File: config.mk
export PLATFORM = sky130hd
export DESIGN_NAME = bscan_boundary
export DESIGN_NICKNAME = d
export VERILOG_FILES = /design/src/rtl/bscan_pkg.sv /design/src/rtl/bscan_decode.sv /design/src/rtl/bscan_in_cells.sv /design/src/rtl/bscan_out_cells.sv /design/src/rtl/bscan_boundary.sv
export SDC_FILE = /design/constraint.sdc
export NUM_CORES = 1
export LEC_CHECK = 0
export BUFFER_PORTS_ARGS = -buffer_cell sky130_fd_sc_hd__buf_2
export CAP_MARGIN = 20
export CORE_AREA = 4 4 120 122
export CTS_BUF_LIST = sky130_fd_sc_hd__clkbuf_8
export CTS_CLUSTER_DIAMETER = 50
export DETAILED_ROUTE_END_ITERATION = 10
export DIE_AREA = 0 0 124 126
export PLACE_DENSITY = 0.53
export SLEW_MARGIN = 0
export SYNTH_ARGS = -nofsm -noshare
export SYNTH_HDL_FRONTEND = slang
export SYNTH_SLANG_ARGS = --single-unit
File: constraint.sdc
create_clock -name tck -period 6.5 [get_ports tck]
set_input_delay 0.325 -clock tck [delete_from_list [all_inputs] [get_ports tck]]
set_output_delay 0.325 -clock tck [all_outputs]
set_load 0.02 [all_outputs]
File: src/rtl/bscan_pkg.sv
package bscan_pkg;

   localparam int IR_W = 8;

   localparam logic [IR_W-1:0] OP_EXTEST = 8'h00;
   localparam logic [IR_W-1:0] OP_SAMPLE = 8'h03;
   localparam logic [IR_W-1:0] OP_CLAMP  = 8'h05;
   localparam logic [IR_W-1:0] OP_HIGHZ  = 8'h06;
   localparam logic [IR_W-1:0] OP_SIG    = 8'h09;
   localparam logic [IR_W-1:0] OP_PRPG   = 8'h0A;
   localparam logic [IR_W-1:0] OP_COUNT  = 8'h0C;
   localparam logic [IR_W-1:0] OP_SIGCNT = 8'h0F;
   localparam logic [IR_W-1:0] OP_TOGGLE = 8'h11;
   localparam logic [IR_W-1:0] OP_BYPASS = 8'hFF;

   // decoded control for the boundary register
   typedef struct packed {
      logic byp;    // bypass stage feeds tdo
      logic drv;    // pads carry the update stage, enabled
      logic hiz;    // pads disabled
      logic sig;    // input cells compress pins
      logic prpg;   // update stage runs as LFSR
      logic cnt;    // update stage counts
      logic tgl;    // sample inputs, invert outputs
   } bs_ctl_t;

endpackage

File: src/rtl/bscan_decode.sv
module bscan_decode
   import bscan_pkg::*;
(
   input  logic            tck,
   input  logic            rst_n,
   input  logic [IR_W-1:0] opcode,
   output bs_ctl_t         ctl
);

   logic par_ok;
   assign par_ok = ~(^opcode);

   always_comb begin
      ctl     = '0;
      ctl.byp = 1'b1;
      if (par_ok) begin
         case (opcode)
            OP_EXTEST: begin ctl.byp = 1'b0; ctl.drv = 1'b1; end
            OP_SAMPLE: begin ctl.byp = 1'b0; end
            OP_CLAMP:  begin ctl.drv = 1'b1; end
            OP_HIGHZ:  begin ctl.hiz = 1'b1; end
            OP_SIG:    begin ctl.byp = 1'b0; ctl.drv = 1'b1; ctl.sig = 1'b1; end
            OP_PRPG:   begin ctl.byp = 1'b0; ctl.drv = 1'b1; ctl.prpg = 1'b1; end
            OP_COUNT:  begin ctl.byp = 1'b0; ctl.drv = 1'b1; ctl.cnt = 1'b1; end
            OP_SIGCNT: begin ctl.byp = 1'b0; ctl.drv = 1'b1; ctl.sig = 1'b1; ctl.cnt = 1'b1; end
            OP_TOGGLE: begin ctl.byp = 1'b0; ctl.drv = 1'b1; ctl.tgl = 1'b1; end
            default:   ;
         endcase
      end
   end

   // a parity failure always lands on the bypass path
   a_r1_bad_parity_bypass: assert property (@(posedge tck) disable iff (!rst_n)
      (^opcode) |-> (ctl.byp && !ctl.drv && !ctl.hiz));

   // at most one output-stage self-test action at a time
   a_r11_single_out_mode: assert property (@(posedge tck) disable iff (!rst_n)
      $onehot0({ctl.prpg, ctl.cnt, ctl.tgl}));

endmodule

File: src/rtl/bscan_in_cells.sv
module bscan_in_cells #(
   parameter int          N    = 18,
   parameter logic [N-1:0] TAPS = N'(18'h20400)
) (
   input  logic         tck,
   input  logic         rst_n,
   input  logic         dr_sel,
   input  logic         st_capture,
   input  logic         st_shift,
   input  logic         st_rti,
   input  logic         sig_en,
   input  logic         tgl_en,
   input  logic         si,
   input  logic [N-1:0] pins,
   output logic         so,
   output logic [N-1:0] cells
);

   logic         fb;
   logic [N-1:0] misr_nxt;

   assign fb = ^(cells & TAPS);

   for (genvar i = 0; i < N; i++) begin : g_misr
      if (i == 0) begin : g_head
         assign misr_nxt[i] = fb ^ pins[i];
      end else begin : g_body
         assign misr_nxt[i] = cells[i-1] ^ pins[i];
      end
   end

   always_ff @(posedge tck or negedge rst_n) begin
      if (!rst_n) begin
         cells <= '0;
      end else if (dr_sel) begin
         if (st_capture)
            cells <= pins;
         else if (st_shift)
            cells <= {si, cells[N-1:1]};
         else if (st_rti && sig_en)
            cells <= misr_nxt;
         else if (st_rti && tgl_en)
            cells <= pins;
      end
   end

   assign so = cells[0];

   // capture takes the pins
   a_r3_capture_pins: assert property (@(posedge tck) disable iff (!rst_n)
      (dr_sel && st_capture) |=> (cells == $past(pins)));

   // serial input enters the top input cell
   a_r2_shift_entry: assert property (@(posedge tck) disable iff (!rst_n)
      (dr_sel && st_shift && !st_capture) |=> (cells[N-1] == $past(si)));

endmodule

File: src/rtl/bscan_out_cells.sv
module bscan_out_cells #(
   parameter int          N    = 18,
   parameter logic [N-1:0] TAPS = N'(18'h20400)
) (
   input  logic         tck,
   input  logic         rst_n,
   input  logic         dr_sel,
   input  logic         st_capture,
   input  logic         st_shift,
   input  logic         st_update,
   input  logic         st_rti,
   input  logic         prpg_en,
   input  logic         cnt_en,
   input  logic         tgl_en,
   input  logic         si,
   input  logic [N-1:0] pad_val,
   output logic         so,
   output logic [N-1:0] upd
);

   logic [N-1:0] sh;
   logic [N-1:0] lfsr_nxt;

   assign lfsr_nxt = (upd == '0) ? N'(1) : {upd[N-2:0], ^(upd & TAPS)};

   always_ff @(posedge tck or negedge rst_n) begin
      if (!rst_n) begin
         sh <= '0;
      end else if (dr_sel) begin
         if (st_capture)
            sh <= pad_val;
         else if (st_shift)
            sh <= {si, sh[N-1:1]};
      end
   end

   always_ff @(negedge tck or negedge rst_n) begin
      if (!rst_n) begin
         upd <= '0;
      end else if (st_update) begin
         if (dr_sel)
            upd <= sh;
      end else if (st_rti) begin
         if (prpg_en)
            upd <= lfsr_nxt;
         else if (cnt_en)
            upd <= upd + 1'b1;
         else if (tgl_en)
            upd <= ~upd;
      end
   end

   assign so = sh[0];

   // the generator never rests in the all-zero state
   a_r9_prpg_nonzero: assert property (@(negedge tck) disable iff (!rst_n)
      (st_rti && !st_update && prpg_en) |=> (upd != '0));

   // one increment per idle clock
   a_r10_count_step: assert property (@(negedge tck) disable iff (!rst_n)
      (st_rti && !st_update && cnt_en && !prpg_en) |=> (upd == $past(upd) + 1'b1));

   // toggle inverts every bit
   a_r12_toggle_invert: assert property (@(negedge tck) disable iff (!rst_n)
      (st_rti && !st_update && tgl_en && !prpg_en && !cnt_en) |=> (upd == ~$past(upd)));

endmodule

File: src/rtl/bscan_boundary.sv
module bscan_boundary
   import bscan_pkg::*;
#(
   parameter int               N_IN     = 18,
   parameter int               N_OUT    = 18,
   parameter logic [N_IN-1:0]  IN_TAPS  = N_IN'(18'h20400),
   parameter logic [N_OUT-1:0] OUT_TAPS = N_OUT'(18'h20400)
) (
   input  logic             tck,
   input  logic             trst_n,
   input  logic [IR_W-1:0]  opcode,
   input  logic             st_capture,
   input  logic             st_shift,
   input  logic             st_update,
   input  logic             st_rti,
   input  logic             tdi,
   input  logic [N_IN-1:0]  pin_in,
   input  logic [N_OUT-1:0] core_out,
   input  logic             core_oe,
   output logic             tdo,
   output logic [N_OUT-1:0] pad_out,
   output logic             pad_oe,
   output logic             sel_bypass
);

   if (N_IN < 2) begin : g_bad_nin
      $error("bscan_boundary: N_IN must be at least 2");
   end
   if (N_OUT < 2) begin : g_bad_nout
      $error("bscan_boundary: N_OUT must be at least 2");
   end
   if (!IN_TAPS[N_IN-1]) begin : g_bad_itap
      $error("bscan_boundary: IN_TAPS must include the top bit");
   end
   if (!OUT_TAPS[N_OUT-1]) begin : g_bad_otap
      $error("bscan_boundary: OUT_TAPS must include the top bit");
   end

   bs_ctl_t          ctl;
   logic             dr_sel;
   logic             link;
   logic             out_so;
   logic             byp_q;
   logic [N_OUT-1:0] upd;

   bscan_decode u_dec (
      .tck    (tck),
      .rst_n  (trst_n),
      .opcode (opcode),
      .ctl    (ctl)
   );

   assign dr_sel = ~ctl.byp;

   bscan_in_cells #(.N(N_IN), .TAPS(IN_TAPS)) u_in (
      .tck        (tck),
      .rst_n      (trst_n),
      .dr_sel     (dr_sel),
      .st_capture (st_capture),
      .st_shift   (st_shift),
      .st_rti     (st_rti),
      .sig_en     (ctl.sig),
      .tgl_en     (ctl.tgl),
      .si         (tdi),
      .pins       (pin_in),
      .so         (link),
      .cells      ()
   );

   bscan_out_cells #(.N(N_OUT), .TAPS(OUT_TAPS)) u_out (
      .tck        (tck),
      .rst_n      (trst_n),
      .dr_sel     (dr_sel),
      .st_capture (st_capture),
      .st_shift   (st_shift),
      .st_update  (st_update),
      .st_rti     (st_rti),
      .prpg_en    (ctl.prpg),
      .cnt_en     (ctl.cnt),
      .tgl_en     (ctl.tgl),
      .si         (link),
      .pad_val    (pad_out),
      .so         (out_so),
      .upd        (upd)
   );

   always_ff @(posedge tck or negedge trst_n) begin
      if (!trst_n)
         byp_q <= 1'b0;
      else if (ctl.byp) begin
         if (st_capture)
            byp_q <= 1'b0;
         else if (st_shift)
            byp_q <= tdi;
      end
   end

   assign tdo        = ctl.byp ? byp_q : out_so;
   assign pad_out    = (ctl.drv || ctl.hiz) ? upd : core_out;
   assign pad_oe     = ctl.hiz ? 1'b0 : (ctl.drv ? 1'b1 : core_oe);
   assign sel_bypass = ctl.byp;

   // high-impedance instruction disables the pads
   a_r7_highz_off: assert property (@(posedge tck) disable iff (!trst_n)
      (opcode == OP_HIGHZ) |-> (!pad_oe && sel_bypass));

   // normal-mode instructions leave the functional path untouched
   a_r14_passthrough: assert property (@(posedge tck) disable iff (!trst_n)
      (opcode == OP_SAMPLE || opcode == OP_BYPASS) |-> (pad_out == core_out && pad_oe == core_oe));

   // a clamped output holds while clamp stays selected
   a_r6_clamp_hold: assert property (@(posedge tck) disable iff (!trst_n)
      (opcode == OP_CLAMP) |=> ((opcode != OP_CLAMP) || $stable(pad_out)));

endmodule

==> results of run 1 <==
[routing by layer]
| layer | vias up | GRT usage | part of all wire |
|---|---|---|---|
| met5 | - | 0 | 0 |
| met4 | 0 | 0.0696 | 0.028 |
| met2 | 188 | 0.301 | 0.46 |
| li1 | 2145 | - | - |
| met1 | 2173 | 0.263 | 0.44 |
| met3 | 27 | 0.0377 | 0.067 |
[critical path, stage by stage]
cell	delay, ns
buf_2	0.11
inv_1	0.06
ha_1	0.33
xnor2_2	0.25
xnor2_1	0.11
buf_4	0.20
nor2_1	0.21
buf_4	0.22
nor3_1	0.06
a2111oi_0	0.41
a22oi_1	0.12
[power by group through the flow]
stage,Combinational (W),Sequential [W],Clock (W)
finish,0.000386,0.000643,0.000251
global route,0.000438,0.000665,0.000266
CTS,0.000387,0.000639,0.000257
detailed placement,0.000386,0.000645,0
global placement,0.000379,0.000647,0
floorplan,0.000346,0.000532,0
[cells in the mapped netlist (4+ instances only)]
library cell / number / area [sq um]
a211oi_1: 7 / 52.6
a21o_1: 5 / 37.5
a21oi_1: 40 / 200
a221o_1: 6 / 60.1
a22oi_1: 15 / 113
a31oi_1: 27 / 169
a32oi_1: 15 / 131
and3_1: 11 / 68.8
buf_2: 15 / 75.1
buf_4: 5 / 37.5
clkbuf_1: 23 / 86.3
dfrtn_1: 18 / 450
dfrtp_1: 37 / 926
ha_1: 13 / 163
inv_1: 34 / 128
mux2_2: 6 / 67.6
mux2_4: 10 / 150
nand2_1: 58 / 218
nand3_1: 35 / 175
nand4_1: 11 / 68.8
nor2_1: 30 / 113
nor2b_1: 7 / 43.8
nor3_1: 9 / 45.0
nor4_1: 5 / 31.3
o21ai_0: 21 / 105
o21ai_1: 20 / 100
xor2_1: 4 / 35.0
[registers in the layout (all words and copies together) (netlist names)]
| signal | count |
|---|---|
| u_in.cells | 18 |
| u_out.sh | 18 |
| u_out.upd | 18 |
| byp_q | 1 |
[metrics by stage]
step / setup WS [ns] / hold slack (ns)
after global placement: 0.695 / 0.477
after CTS: 0.996 / 0.127
after global routing: 0.784 / 0.162
final: 1.02 / 0.108
after floorplan: 0.976 / 0.0294
after detailed placement: 0.652 / 0.504
[layout make-up]
cell class,instances,share of cell area
Clock buffer,5,0.0136
Clock inverter,3,0.00840
Inverter,35,0.0259
Multi-Input combinational cell,416,0.543
Sequential cell,55,0.272
Tap cell,176,0.0435
Timing Repair Buffer,87,0.0941
[cell families (layout without fill, tap and decap cells)]
group / after synthesis / count (layout) / synth area share
buffers and inverters: 80 / 130 / 0.0787
AND/OR/NAND/NOR: 181 / 181 / 0.201
multiplexers: 17 / 17 / 0.0508
flip-flops: 55 / 55 / 0.307
AO/OA/AOI/OAI: 195 / 195 / 0.302
adder cells (fa/ha/maj): 13 / 13 / 0.0363
XOR/XNOR: 10 / 10 / 0.0246
[path summary, 6_finish.rpt]
kind,start,endpoint,slack (ns),cells past startpoint
min,trst_n,u_out.sh[7]$_DFFE_PN0P_,0.11,1
max,opcode[0],u_out.upd[7]$_DFFE_NN0P_,1.02,11
max in group asynchronous,trst_n,u_out.upd[12]$_DFFE_NN0P_,2.66,1
min reg2reg,byp_q$_DFFE_PN0P_,byp_q$_DFFE_PN0P_,0.53,2
min in group tck,pin_in[2],u_in.cells[2]$_DFFE_PN0P_,0.24,3
max reg2reg,u_out.upd[1]$_DFFE_NN0P_,u_out.sh[1]$_DFFE_PN0P_,2.04,3
[cell usage in the layout (no fill, tap or decap), drive strengths merged, types with 7 or more instances in the layout]
| cell | synthesis | final |
|---|---|---|
| mux2 | 16 | 16 |
| and3 | 11 | 11 |
| nor3 | 9 | 9 |
| inv | 35 | 37 |
| dfrtn | 18 | 18 |
| nand4 | 12 | 12 |
| o21ai | 41 | 41 |
| nor2b | 7 | 7 |
| nor2 | 32 | 32 |
| buf | 22 | 87 |
| dfrtp | 37 | 37 |
| a32oi | 15 | 15 |
| a22oi | 15 | 15 |
| ha | 13 | 13 |
| nand3 | 35 | 35 |
| a31oi | 27 | 27 |
| a21oi | 41 | 41 |
| a211oi | 10 | 10 |
| nand2 | 59 | 59 |
==> impl_metrics.tcl, run 1 <==
set metrics [dict create \
    overflow 0 \
    place_inst 768 \
    cts_tree "yes" \
    drv_slew 0 \
    arrival_ns 2.39 \
    min_path_type "input port to asynchronous set/reset pin" \
    p_int_w 0.000743 \
    yosysUniqueCellTypes 68 \
    cts.clk_slew.worst_paths_ns 0.12 \
    ioPinCount 73 \
    p_total_w 0.00128 \
    dieArea_sq_mm 0.0156 \
    setup_viol 0 \
    cp.required_ns 3.41 \
    hold_violations 0 \
    drtIter0Drc 400 \
    setup_tns_ns 0 \
    worstPathMaxFanout 14 \
    worst_pin_slew_ns 0.905 \
    fillCellCount 1400 \
    start_util 0.340 \
    powerDensity_mw_per_mm2 253 \
    area_delta_synth_final_pct 13.1 \
    ant_nets 0 \
    syn-num-nets 616 \
    grt_pass1_wl_um 24000 \
    p_clk_frac 0.196 \
    critPathLaunchType "input port" \
    grt_max_degree 39 \
    slew_headroom 0.397 \
    skew_ns 0.0213 \
    synth_warnings 0 \
    clock_latency_ns 0.34 \
    routedWlPerCell_um 19.1 \
    path_class "input port to flip-flop" \
    p_leak_nw 2.19 \
    synth.cell_area_sq_mm 0.00448 \
    p_sw_frac 0.420 \
    layout.cells.non_filler 777 \
    ys_async_sr_fraction 1.00 \
    antenna_cells 0 \
    p_sw_w 0.000538 \
    die_x_um 124 \
    synth_edf_count 0 \
    drive_gt1_frac 0.215 \
    yosys_register_bits 55 \
    ys.flop_type "dfrtp_1" \
    std_cell_rows 42 \
    gp_congestion 0.877 \
    multi_input_area_sq_mm 0.00275 \
    drcViolationCount 0 \
    cts-resized-gates 0 \
    seqPwrFrac 0.502 \
    hpwl_um 10800 \
    synthCells 551 \
    status "completed" \
    grtUsageTotal 0.192 \
    post_cts_buffers 0 \
    combinationalPowerShare 0.301 \
    detail_route.vias_per_cell 5.83 \
    grt_antenna_before_repair 0 \
    numCtsBuffers 5 \
    core_area_sq_mm 0.0132 \
    drtPass1Iterations 5 \
    regArea_sq_mm 0.00138 \
    final_core_util 0.384 \
    final_nets 665 \
    cp-end-kind "flip-flop" \
    port_buffers 72 \
    avgSynthCellArea_sq_um 8.13 \
    ys_seq_area_frac 0.307 \
    clockRootBuffer "clkbuf_8" \
    cts_hold_buf 0 \
    max_cap_violations 0 \
    grt_setup_unrepaired "no" \
    dpl_cell_area_sq_mm 0.00494 \
    htreeDepth 2 \
    grt_pass1_vias 4486 \
    num_vias 4533 \
    max-vdd-ir-drop_mv 0.131 \
    cts_sinks 55 \
    fin_area_sq_mm 0.00507 \
    drt_wl_total_um 14900 \
    cts_max_path_buffers 2 \
    die_y_um 126 \
]
Note: power is estimated with default switching activity, not from simulation.
==> run 2, diff against run 1 <==
==> constraint.sdc (replaced) <==
create_clock -name tck -period 5.3 [get_ports tck]
set_input_delay 0.265 -clock tck [delete_from_list [all_inputs] [get_ports tck]]
set_output_delay 0.265 -clock tck [all_outputs]
set_load 0.02 [all_outputs]
==> impl_metrics.tcl, run 2 (synthesis results as in run 1) <==
set metrics [dict create \
    powerDensity_mw_per_mm2 297 \
    cts_max_path_buffers 2 \
    fin_ws_ns 0.433 \
    ioPinCount 73 \
    max_cap_violations 0 \
    cp-end-kind "flip-flop" \
    min_path_type "input port to asynchronous set/reset pin" \
    num_vias 4574 \
    grt_setup_unrepaired "no" \
    fillCellCount 1370 \
    core_area_sq_mm 0.0132 \
    routedWlPerCell_um 18.7 \
    die_x_um 124 \
    start_util 0.340 \
    grtUsageTotal 0.185 \
    htreeDepth 2 \
    grt_max_degree 43 \
    hold_violations 0 \
    final_nets 669 \
    largestRegisters "u_in.cells (18), u_out.sh (18), u_out.upd (18)" \
    grt_pass1_vias 4381 \
    cts.clk_slew.worst_paths_ns 0.11 \
    cp.required_ns 2.98 \
    detail_route.vias_per_cell 5.86 \
    drcViolationCount 0 \
    worstPathMaxFanout 12 \
    multi_input_area_sq_mm 0.00275 \
    post_cts_buffers 0 \
    grt_pass1_wl_um 23300 \
    gp_congestion 0.899 \
    drive_gt1_frac 0.220 \
    pre_cts_slack_ns 0.139 \
    ant_nets 0 \
    mostFrequentLayoutCell "buf_2" \
    max-vdd-ir-drop_mv 0.138 \
    area_delta_synth_final_pct 13.4 \
    drtPass1Iterations 5 \
    clockRootBuffer "clkbuf_8" \
    drtIter0Drc 380 \
    cts-resized-gates 0 \
    clock_latency_ns 0.32 \
    final_cell_mix "buf_2, nand2_1, a21oi_1" \
    skew_ns 0.00800 \
    overflow 0 \
    p_leak_nw 2.20 \
    drt_wl_total_um 14600 \
    drv_slew 0 \
    numCtsBuffers 5 \
    hpwl_um 10800 \
    setup_tns_ns 0 \
    port_buffers 72 \
    cts_tree "yes" \
    timing.hold.ws_ns 0.00500 \
    slew_headroom 0.339 \
    dpl_cell_area_sq_mm 0.00497 \
    dieArea_sq_mm 0.0156 \
    cts_sinks 55 \
    arrival_ns 2.54 \
    fin_area_sq_mm 0.00508 \
    critPathLaunchType "input port" \
    cts_hold_buf 0 \
    status "completed" \
    std_cell_rows 42 \
    path_class "input port to flip-flop" \
    die_y_um 126 \
    setup_viol 0 \
    worst_pin_slew_ns 0.985 \
    regArea_sq_mm 0.00138 \
    grt_antenna_before_repair 0 \
    antenna_cells 0 \
]
[run 2: routing by layer]
metal,global-route usage,vias to the layer above,wire length [um]
met4,0.0573,0,358
met3,0.0314,32,999
li1,-,2160,-
met2,0.295,193,6770
met5,0,-,0
met1,0.257,2189,6490
[run 2: critical path, stage by stage]
cell and delay [ns]:
buf_2 0.11, inv_1 0.06, ha_1 0.33, xnor2_2 0.24, xnor2_1 0.17, buf_4 0.22
a211oi_2 0.62, a32o_1 0.23, o21ai_0 0.08, a211oi_1 0.22
[run 2: power breakdown]
group	total (W)	switching [W]	internal, W
Clock	0.000241	0.000150	0.0000912
Combinational	0.000472	0.000253	0.000220
Sequential	0.000792	0.000240	0.000553
[run 2: final timing paths]
check,cells past startpoint,startpoint,slack (ns),to
max in group asynchronous,2,trst_n,2.51,u_out.upd[16]$_DFFE_NN0P_
worst max-delay path,10,opcode[0],0.43,u_out.upd[14]$_DFFE_NN0P_
min in group tck,3,pin_in[2],0.21,u_in.cells[2]$_DFFE_PN0P_
worst min register to register,2,byp_q$_DFFE_PN0P_,0.53,byp_q$_DFFE_PN0P_
worst max register to register,3,u_out.upd[5]$_DFFE_NN0P_,1.42,u_out.sh[5]$_DFFE_PN0P_
worst min-delay path,2,trst_n,0.005,u_out.sh[8]$_DFFE_PN0P_
[run 2: cell type report]
cell class / instances / area share
multi-input combinational: 416 / 0.542
clock buffer: 5 / 0.0135
timing repair buffer: 91 / 0.101
tap: 176 / 0.0433
clock inverter: 3 / 0.00320
inverter: 35 / 0.0259
sequential: 55 / 0.271
[run 2: through the flow]
step	cells	power, W	util
global route	781	0.00161	0.385
global placement	771	0.00126	0.377
CTS	779	0.00150	0.383
finish	781	0.00151	0.385
detailed placement	771	0.00126	0.377
floorplan	551	0.00108	-
